`config.mk`:
```
export PLATFORM = sky130hd
export DESIGN_NAME = bch_bitfix
export DESIGN_NICKNAME = d
export VERILOG_FILES = /design/src/rtl/bitfix_pkg.sv /design/src/rtl/bitfix_ram.sv /design/src/rtl/bitfix_ctrl.sv /design/src/rtl/bitfix_dp.sv /design/src/rtl/bch_bitfix.sv
export SDC_FILE = /design/constraint.sdc
export NUM_CORES = 2
export LEC_CHECK = 0
export ABC_AREA = 1
export ABC_CLOCK_PERIOD_IN_PS = 40700
export BUFFER_PORTS_ARGS = -buffer_cell sky130_fd_sc_hd__buf_2
export CAP_MARGIN = 15
export CELL_PAD_IN_SITES_DETAIL_PLACEMENT = 1
export CELL_PAD_IN_SITES_GLOBAL_PLACEMENT = 1
export CORE_MARGIN = 2
export CORE_UTILIZATION = 33
export DETAILED_ROUTE_END_ITERATION = 10
export GPL_TIMING_DRIVEN = 1
export PLACE_DENSITY_LB_ADDON = 0.1
export SYNTH_ARGS = -nofsm -noshare
export SYNTH_HDL_FRONTEND = slang
export SYNTH_SLANG_ARGS = --single-unit
```
`constraint.sdc`:
```
create_clock -name clk -period 40.7 [get_ports clk]
set_input_delay 4.07 -clock clk [delete_from_list [all_inputs] [get_ports clk]]
set_output_delay 4.07 -clock clk [all_outputs]
set_load 0.02 [all_outputs]
```
`src/rtl/bitfix_pkg.sv`:
```
package bitfix_pkg;

  // Strobes from the sequencer to the datapath
  typedef struct packed {
    logic latch;       // capture job inputs, clear index
    logic advance;     // move to next list entry
    logic loadTarget;  // register byte address and mask of current entry
    logic ramRead;     // issue read of target byte
    logic ramWrite;    // write back toggled byte
  } fixStrobe_t;

  // Conditions reported by the datapath
  typedef struct packed {
    logic listEnd;     // index reached the captured count
    logic locInData;   // current entry maps into the sector
    logic eccErased;   // every stored ECC byte is 0xFF
    logic countBad;    // presented count exceeds the list size
  } fixStatus_t;

  typedef enum logic [2:0] {
    ST_IDLE,
    ST_SCAN,
    ST_READ,
    ST_WRITE,
    ST_FIN
  } fixState_t;

endpackage

```
`src/rtl/bitfix_ram.sv`:
```
module bitfix_ram #(
  parameter int DEPTH  = 512,
  parameter int ADDR_W = $clog2(DEPTH)
) (
  input  logic              clk,
  input  logic              en,
  input  logic              we,
  input  logic [ADDR_W-1:0] addr,
  input  logic [7:0]        wdata,
  output logic [7:0]        rdata
);

  logic [7:0] mem [DEPTH];

  // Single port, read-before-write, one cycle read latency
  always_ff @(posedge clk) begin
    if (en) begin
      rdata <= mem[addr];
      if (we) mem[addr] <= wdata;
    end
  end

endmodule

```
`src/rtl/bitfix_ctrl.sv`:
```
module bitfix_ctrl
  import bitfix_pkg::*;
(
  input  logic       clk,
  input  logic       rstN,
  input  logic       start,
  input  fixStatus_t st,
  output fixStrobe_t stb,
  output logic       engaged,
  output logic       done,
  output logic       errFlag
);

  fixState_t stateQ, stateNext;
  logic      errQ;

  always_comb begin
    stb       = '0;
    stateNext = stateQ;
    unique case (stateQ)
      ST_IDLE: begin
        if (start) begin
          stb.latch = 1'b1;
          if (st.countBad || st.eccErased) stateNext = ST_FIN;
          else                             stateNext = ST_SCAN;
        end
      end
      ST_SCAN: begin
        if (st.listEnd) begin
          stateNext = ST_FIN;
        end else if (st.locInData) begin
          stb.loadTarget = 1'b1;
          stateNext      = ST_READ;
        end else begin
          stb.advance = 1'b1;
        end
      end
      ST_READ: begin
        stb.ramRead = 1'b1;
        stateNext   = ST_WRITE;
      end
      ST_WRITE: begin
        stb.ramWrite = 1'b1;
        stb.advance  = 1'b1;
        stateNext    = ST_SCAN;
      end
      ST_FIN:  stateNext = ST_IDLE;
      default: stateNext = ST_IDLE;
    endcase
  end

  always_ff @(posedge clk or negedge rstN) begin
    if (!rstN) begin
      stateQ <= ST_IDLE;
      errQ   <= 1'b0;
    end else begin
      stateQ <= stateNext;
      if (stb.latch) errQ <= st.countBad;
    end
  end

  assign engaged = (stateQ == ST_SCAN) || (stateQ == ST_READ) || (stateQ == ST_WRITE);
  assign done    = (stateQ == ST_FIN);
  assign errFlag = errQ;

  p_done_pulse_r10: assert property (@(posedge clk) disable iff (!rstN)
    done |=> (!done && !engaged));

  p_reject_fast_r6: assert property (@(posedge clk) disable iff (!rstN)
    (stateQ == ST_IDLE && start && st.countBad) |=> (done && errFlag));

  p_erased_bypass_r5: assert property (@(posedge clk) disable iff (!rstN)
    (stateQ == ST_IDLE && start && !st.countBad && st.eccErased) |=> (done && !errFlag));

endmodule

```
`src/rtl/bitfix_dp.sv`:
```
module bitfix_dp
  import bitfix_pkg::*;
#(
  parameter int SECTOR_BYTES = 512,
  parameter int ECC_NIBBLES  = 26,
  parameter int MAX_ERRS     = 8,
  parameter int ECC_BYTES    = 14,
  localparam int ADDR_W      = $clog2(SECTOR_BYTES),
  localparam int SECTOR_BITS = SECTOR_BYTES * 8,
  localparam int ECC_BITS    = ECC_NIBBLES * 4,
  localparam int LOC_W       = $clog2(SECTOR_BITS + ECC_BITS),
  localparam int CNT_W       = $clog2(MAX_ERRS + 1)
) (
  input  logic                      clk,
  input  logic                      rstN,
  input  fixStrobe_t                stb,
  input  logic                      engaged,
  output fixStatus_t                st,
  input  logic [CNT_W-1:0]          errCount,
  input  logic [MAX_ERRS*LOC_W-1:0] errLocs,
  input  logic [ECC_BYTES*8-1:0]    storedEcc,
  input  logic                      hostWe,
  input  logic [ADDR_W-1:0]         hostAddr,
  input  logic [7:0]                hostWdata,
  output logic [7:0]                hostRdata
);

  logic [LOC_W-1:0]  locQ [MAX_ERRS];
  logic [CNT_W-1:0]  cntQ, idxQ;
  logic [ADDR_W-1:0] addrQ;
  logic [7:0]        maskQ;

  logic [LOC_W-1:0]  locCur, adjLoc, revBit;
  logic [LOC_W:0]    locWide;
  logic [ADDR_W-1:0] byteAddr;
  logic [7:0]        bitMask;

  // Current entry select
  always_comb begin
    locCur = '0;
    for (int i = 0; i < MAX_ERRS; i++)
      if (idxQ == CNT_W'(i)) locCur = locQ[i];
  end

  // Codeword to sector mapping: drop the ECC span, reverse the byte order
  assign locWide  = {1'b0, locCur};
  assign adjLoc   = locCur - LOC_W'(ECC_BITS);
  assign revBit   = LOC_W'(SECTOR_BITS - 1) - adjLoc;
  assign byteAddr = ADDR_W'(revBit >> 3);
  assign bitMask  = 8'd1 << adjLoc[2:0];

  assign st.listEnd   = (idxQ == cntQ);
  assign st.locInData = (locWide >= (LOC_W+1)'(ECC_BITS)) &&
                        (locWide <  (LOC_W+1)'(ECC_BITS + SECTOR_BITS));
  assign st.eccErased = &storedEcc;
  assign st.countBad  = (errCount > CNT_W'(MAX_ERRS));

  always_ff @(posedge clk or negedge rstN) begin
    if (!rstN) begin
      cntQ  <= '0;
      idxQ  <= '0;
      addrQ <= '0;
      maskQ <= '0;
      for (int i = 0; i < MAX_ERRS; i++) locQ[i] <= '0;
    end else begin
      if (stb.latch) begin
        cntQ <= errCount;
        idxQ <= '0;
        for (int i = 0; i < MAX_ERRS; i++) locQ[i] <= errLocs[i*LOC_W +: LOC_W];
      end else if (stb.advance) begin
        idxQ <= idxQ + 1'b1;
      end
      if (stb.loadTarget) begin
        addrQ <= byteAddr;
        maskQ <= bitMask;
      end
    end
  end

  // RAM port: engine owns it while engaged, host otherwise
  logic              ramEn, ramWe;
  logic [ADDR_W-1:0] ramAddr;
  logic [7:0]        ramWdata, ramRdata;

  assign ramEn    = engaged ? (stb.ramRead | stb.ramWrite) : 1'b1;
  assign ramWe    = engaged ? stb.ramWrite : hostWe;
  assign ramAddr  = engaged ? addrQ : hostAddr;
  assign ramWdata = engaged ? (ramRdata ^ maskQ) : hostWdata;
  assign hostRdata = ramRdata;

  bitfix_ram #(.DEPTH(SECTOR_BYTES), .ADDR_W(ADDR_W)) uRam (
    .clk   (clk),
    .en    (ramEn),
    .we    (ramWe),
    .addr  (ramAddr),
    .wdata (ramWdata),
    .rdata (ramRdata)
  );

  p_write_after_read_r3: assert property (@(posedge clk) disable iff (!rstN)
    stb.ramWrite |-> ($past(stb.ramRead) && $stable(addrQ)));

  p_target_in_data_r2: assert property (@(posedge clk) disable iff (!rstN)
    stb.loadTarget |-> (locCur >= LOC_W'(ECC_BITS)));

  p_index_bound_r4: assert property (@(posedge clk) disable iff (!rstN)
    engaged |-> (idxQ <= cntQ));

  p_one_bit_mask_r3: assert property (@(posedge clk) disable iff (!rstN)
    stb.ramWrite |-> ($countones(maskQ) == 1));

endmodule

```
`src/rtl/bch_bitfix.sv`:
```
module bch_bitfix
  import bitfix_pkg::*;
#(
  parameter int SECTOR_BYTES = 512,
  parameter int ECC_NIBBLES  = 26,
  parameter int MAX_ERRS     = 8,
  parameter int ECC_BYTES    = 14,
  localparam int ADDR_W      = $clog2(SECTOR_BYTES),
  localparam int LOC_W       = $clog2(SECTOR_BYTES * 8 + ECC_NIBBLES * 4),
  localparam int CNT_W       = $clog2(MAX_ERRS + 1)
) (
  input  logic                      clk,
  input  logic                      rstN,
  input  logic                      start,
  input  logic [CNT_W-1:0]          errCount,
  input  logic [MAX_ERRS*LOC_W-1:0] errLocs,
  input  logic [ECC_BYTES*8-1:0]    storedEcc,
  output logic                      busy,
  output logic                      done,
  output logic                      errFlag,
  input  logic                      hostWe,
  input  logic [ADDR_W-1:0]         hostAddr,
  input  logic [7:0]                hostWdata,
  output logic [7:0]                hostRdata
);

  fixStrobe_t stb;
  fixStatus_t st;
  logic       engaged;

  bitfix_ctrl uCtrl (
    .clk     (clk),
    .rstN    (rstN),
    .start   (start),
    .st      (st),
    .stb     (stb),
    .engaged (engaged),
    .done    (done),
    .errFlag (errFlag)
  );

  bitfix_dp #(
    .SECTOR_BYTES (SECTOR_BYTES),
    .ECC_NIBBLES  (ECC_NIBBLES),
    .MAX_ERRS     (MAX_ERRS),
    .ECC_BYTES    (ECC_BYTES)
  ) uDp (
    .clk       (clk),
    .rstN      (rstN),
    .stb       (stb),
    .engaged   (engaged),
    .st        (st),
    .errCount  (errCount),
    .errLocs   (errLocs),
    .storedEcc (storedEcc),
    .hostWe    (hostWe),
    .hostAddr  (hostAddr),
    .hostWdata (hostWdata),
    .hostRdata (hostRdata)
  );

  assign busy = engaged;

endmodule

```
==> results by group <==
Logic synthesis
  • Mean post-synth cell area: 13.67 sq um
  • Synth async-reset ratio: 0.03139
  • Cells after synthesis: 11990
  • Mapped Nets: 12240
  • Post-synth top area share: 0.7519
  • Mapped Area: 163900 sq um
  • Yosys reg bits: 4237
  • Primary FF master, synth: edfxtp_1
  • Yosys warnings: 0
  • Count leader, synth: edfxtp_1
  • Synth cell types: 42
  • Synth top cells by count: edfxtp_1, nand2_1, a22oi_1, nor2_1, nand4_1
  • Ranking of synthesized cells by area: edfxtp_1, nand2_1, a22oi_1
  • Yosys top cell by area: edfxtp_1
  • Post-synthesis sequential area ratio: 0.7722
  • EDFF count, synth: 4104

Placed design
  • I/O Buffers: 251
  • Placer congestion estimate: 0.7753
  • Placed Area: 172400 sq um
  • Post-DP HPWL: 324.2 mm

Power
  • Design Power: 0.01743 W
  • VDD IR max: 88.16 uV
  • Cell Pwr Density: 92.92 nW/um^2
  • Leak Pwr: 64.10 nW

Hold path
  • Class of the worst hold path: flop to flop

STA
  • Period utilization: 0.2307
  • Unrepaired setup endpoints after global routing: false
  • Max Fclk: 106.5 MHz
  • Final hold vios: 0
  • Crit path time final: 9.390 ns
  • Slew @ Worst Pin: 1.179 ns
  • Worst slew margin: 0.2138
  • Setup TNS Final: 0 ns
  • Final setup fails: 0
  • Slew Viols, Final: 0
  • Clock skew: 0.03840 ns

Status
  • Outcome: finished, final reports clean

Clock network
  • Num CTS Buffers: 467
  • Clk sinks: 4237
  • CTS tree: yes
  • PostCTS Resize Cnt: 0
  • Root Driver: clkbuf_16
  • Clock Latency Late Sink: 1.03 ns
  • Max Root-Sink Buffers: 4
  • Post-CTS Setup Bufs: 0
  • Clock transition at the registers of the reported paths: 0.06 ns
  • Hold_buf cts: 0
  • H-tree Lvls: 5

Routing
  • Routed vias: 100600
  • Avg Vias per Cell: 5.231
  • 1st-pass router iterations: 7
  • Post-DRT Antenna Nets: 0
  • Drt drc: 0
  • Iteration-0 DRC Markers: 8457
  • WL final: 556.7 mm
  • DR WL/cell: 28.95 um

Die
  • Die footprint: 502300 sq um
  • Die Wd: 708.7 um
  • Die height: 708.7 um
  • Core footprint: 494200 sq um
  • Initial Utilization: 0.3316
  • Rows: 258
  • I/O pin count: 252

Global routing
  • First-pass GRT wire length: 791.3 mm
  • Initial antenna violation count: 59
  • Largest net degree at the start of global routing: 179
  • Vias in the first global route: 104500
  • Remaining Overflow, GRT: 0
  • GRT Resource Usage Total: 0.2161

Critical path
  • Cell Chain, Critical Path: buf_2, nand2_1, nand2_1, nor2_4, buf_4, buf_4, buf_4, buf_4, buf_4, nand2_1, nand4_1, nand2_1, nand2_1, nor2_1, nor2_1, nor2_1, nand2_1, nor2_1, nand2_1, nor2_1, nand3_1
  • Crit. End Element: flop
  • Critical-path top delay cell: buf_4
  • Critical Path Start Type: primary input
  • CP dominant cell by count: nand2_1
  • Max incr delay on CP: 0.83 ns
  • Worst path required time: 41.56 ns
  • Worst setup path class: primary input to flop
  • Worst path bufs/invs: 6
  • WP data arrival: 10.25 ns
  • Family with the most delay on the worst path: buffers and inverters
  • Critical path peak fanout: 67

Cells and area
  • Register area: 126600 sq um
  • Fillers: 50830
  • Core Util, Final: 0.3795
  • Design area: 187500 sq um
  • Share of layout cells above drive strength 1: 0.1003
  • Synth-to-layout area growth: 14.42%
  • Nets: 12450
  • Area of the multi-input gates: 34110 sq um

Flow run
  • Total of max-cap violations: 0
[final cells by class]
class	count	share of cell area
clock buffer	566	0.06574
tap	6630	0.04423
antenna	5	0.00006672
clock inverter	297	0.01463
inverter	134	0.002682
multi-input combinational	6915	0.1819
sequential	4237	0.6749
timing repair buffer	444	0.01590
[per-stage QoR]
step	hold slack [ns]	worst slack (ns)	instances
CTS	0.4718	31.35	19220
global placement	0.4549	30.24	18360
global route	0.4992	31.02	19230
finish	0.4755	31.31	19230
floorplan	0.4342	15.78	11990
detailed placement	0.4564	30.29	18360
[worst paths after layout]
| check | startpoint | to | slack (ns) | depth (start not counted) |
|---|---|---|---|---|
| worst min register to register | uDp.addrQ[3] | uDp.addrQ[3] | 0.48 | 2 |
| min in group asynchronous | rstN | uDp.locQ[92] | 3.09 | 1 |
| max in group asynchronous | rstN | uDp.locQ[18] | 36.22 | 2 |
| worst max register to register | uCtrl.stateQ[1] | uDp.uRam.rdata[6] | 33.58 | 22 |
| worst min-delay path | uDp.addrQ[3] | uDp.addrQ[3] | 0.48 | 2 |
| worst max-delay path | hostAddr[0] | uDp.uRam.rdata[6] | 31.31 | 21 |
[cell families (layout without fill, tap and decap cells)]
| kind of cell | count (synthesis) | count (layout) | share of synthesized area |
|---|---|---|---|
| buffers and inverters | 838 | 1441 | 0.02160 |
| other | 0 | 5 | 0 |
| adders and majority gates | 6 | 6 | 0.0004580 |
| muxes | 71 | 71 | 0.004878 |
| xor gates and xnor gates | 16 | 16 | 0.0008550 |
| DFF | 4237 | 4237 | 0.7722 |
| and+or+nand+nor | 5147 | 5147 | 0.1253 |
| AOI/OAI and AO/OA | 1675 | 1675 | 0.07471 |
[flip-flops by register name, summed over array words and instances (netlist names)]
name / flops
uDp.uRam.mem: 4096
uDp.locQ: 104
uDp.addrQ: 9
uDp.maskQ: 8
uDp.uRam.rdata: 8
uDp.cntQ: 4
uDp.idxQ: 4
uCtrl.stateQ: 3
uCtrl.errFlag: 1
[worst reg2reg max path: stages (launching register included)]
cell and delay, ns:
dfrtp_1 0.46, nand2_1 0.15, nand2_2 0.25, nand2_1 0.16
nand2_1 0.17, nor2_4 0.14, buf_4 0.43, buf_4 0.81
buf_4 0.70, buf_4 0.90, buf_4 0.84, nand2_1 0.20
nand4_1 0.13, nand2_1 0.07, nand2_1 0.22, nor2_1 0.08
nor2_1 0.57, nor2_1 0.16, nand2_1 0.26, nor2_1 0.08
nand2_1 0.06, nor2_1 0.05, nand3_1 0.09
[power by group]
| group | internal (W) | switching, W |
|---|---|---|
| combinational | 0.00155 | 0.00569 |
| clock | 0.00244 | 0.00178 |
| sequential | 0.00590 | 0.0000712 |
[cell usage in the layout (no fill, tap or decap), types with 16 or more instances in the layout]
master | synthesis | final
mux2_2 | 71 | 71
nand4_1 | 374 | 374
nand2_1 | 3600 | 3584
dfrtp_1 | 133 | 133
nand2_4 | 0 | 16
buf_2 | 267 | 250
inv_1 | 110 | 108
inv_2 | 23 | 25
buf_12 | 0 | 20
buf_4 | 12 | 172
clkbuf_16 | 0 | 476
nand3_1 | 109 | 108
clkinv_1 | 1 | 123
edfxtp_1 | 4104 | 4104
bufinv_16 | 0 | 47
clkbuf_1 | 371 | 82
a22oi_1 | 1522 | 1522
nor2_4 | 5 | 17
o21ai_1 | 33 | 33
nor2_1 | 1016 | 1011
o21ai_0 | 43 | 35
clkinv_2 | 0 | 92
a21oi_1 | 60 | 59
[per-layer routing]
layer / track usage / share of wire
met4: 0.05091 / 0.024
met3: 0.02678 / 0.047
met1: 0.3044 / 0.45
met2: 0.3565 / 0.48
met5: 0 / 0.00019
Power figures use the tool's default switching activity.
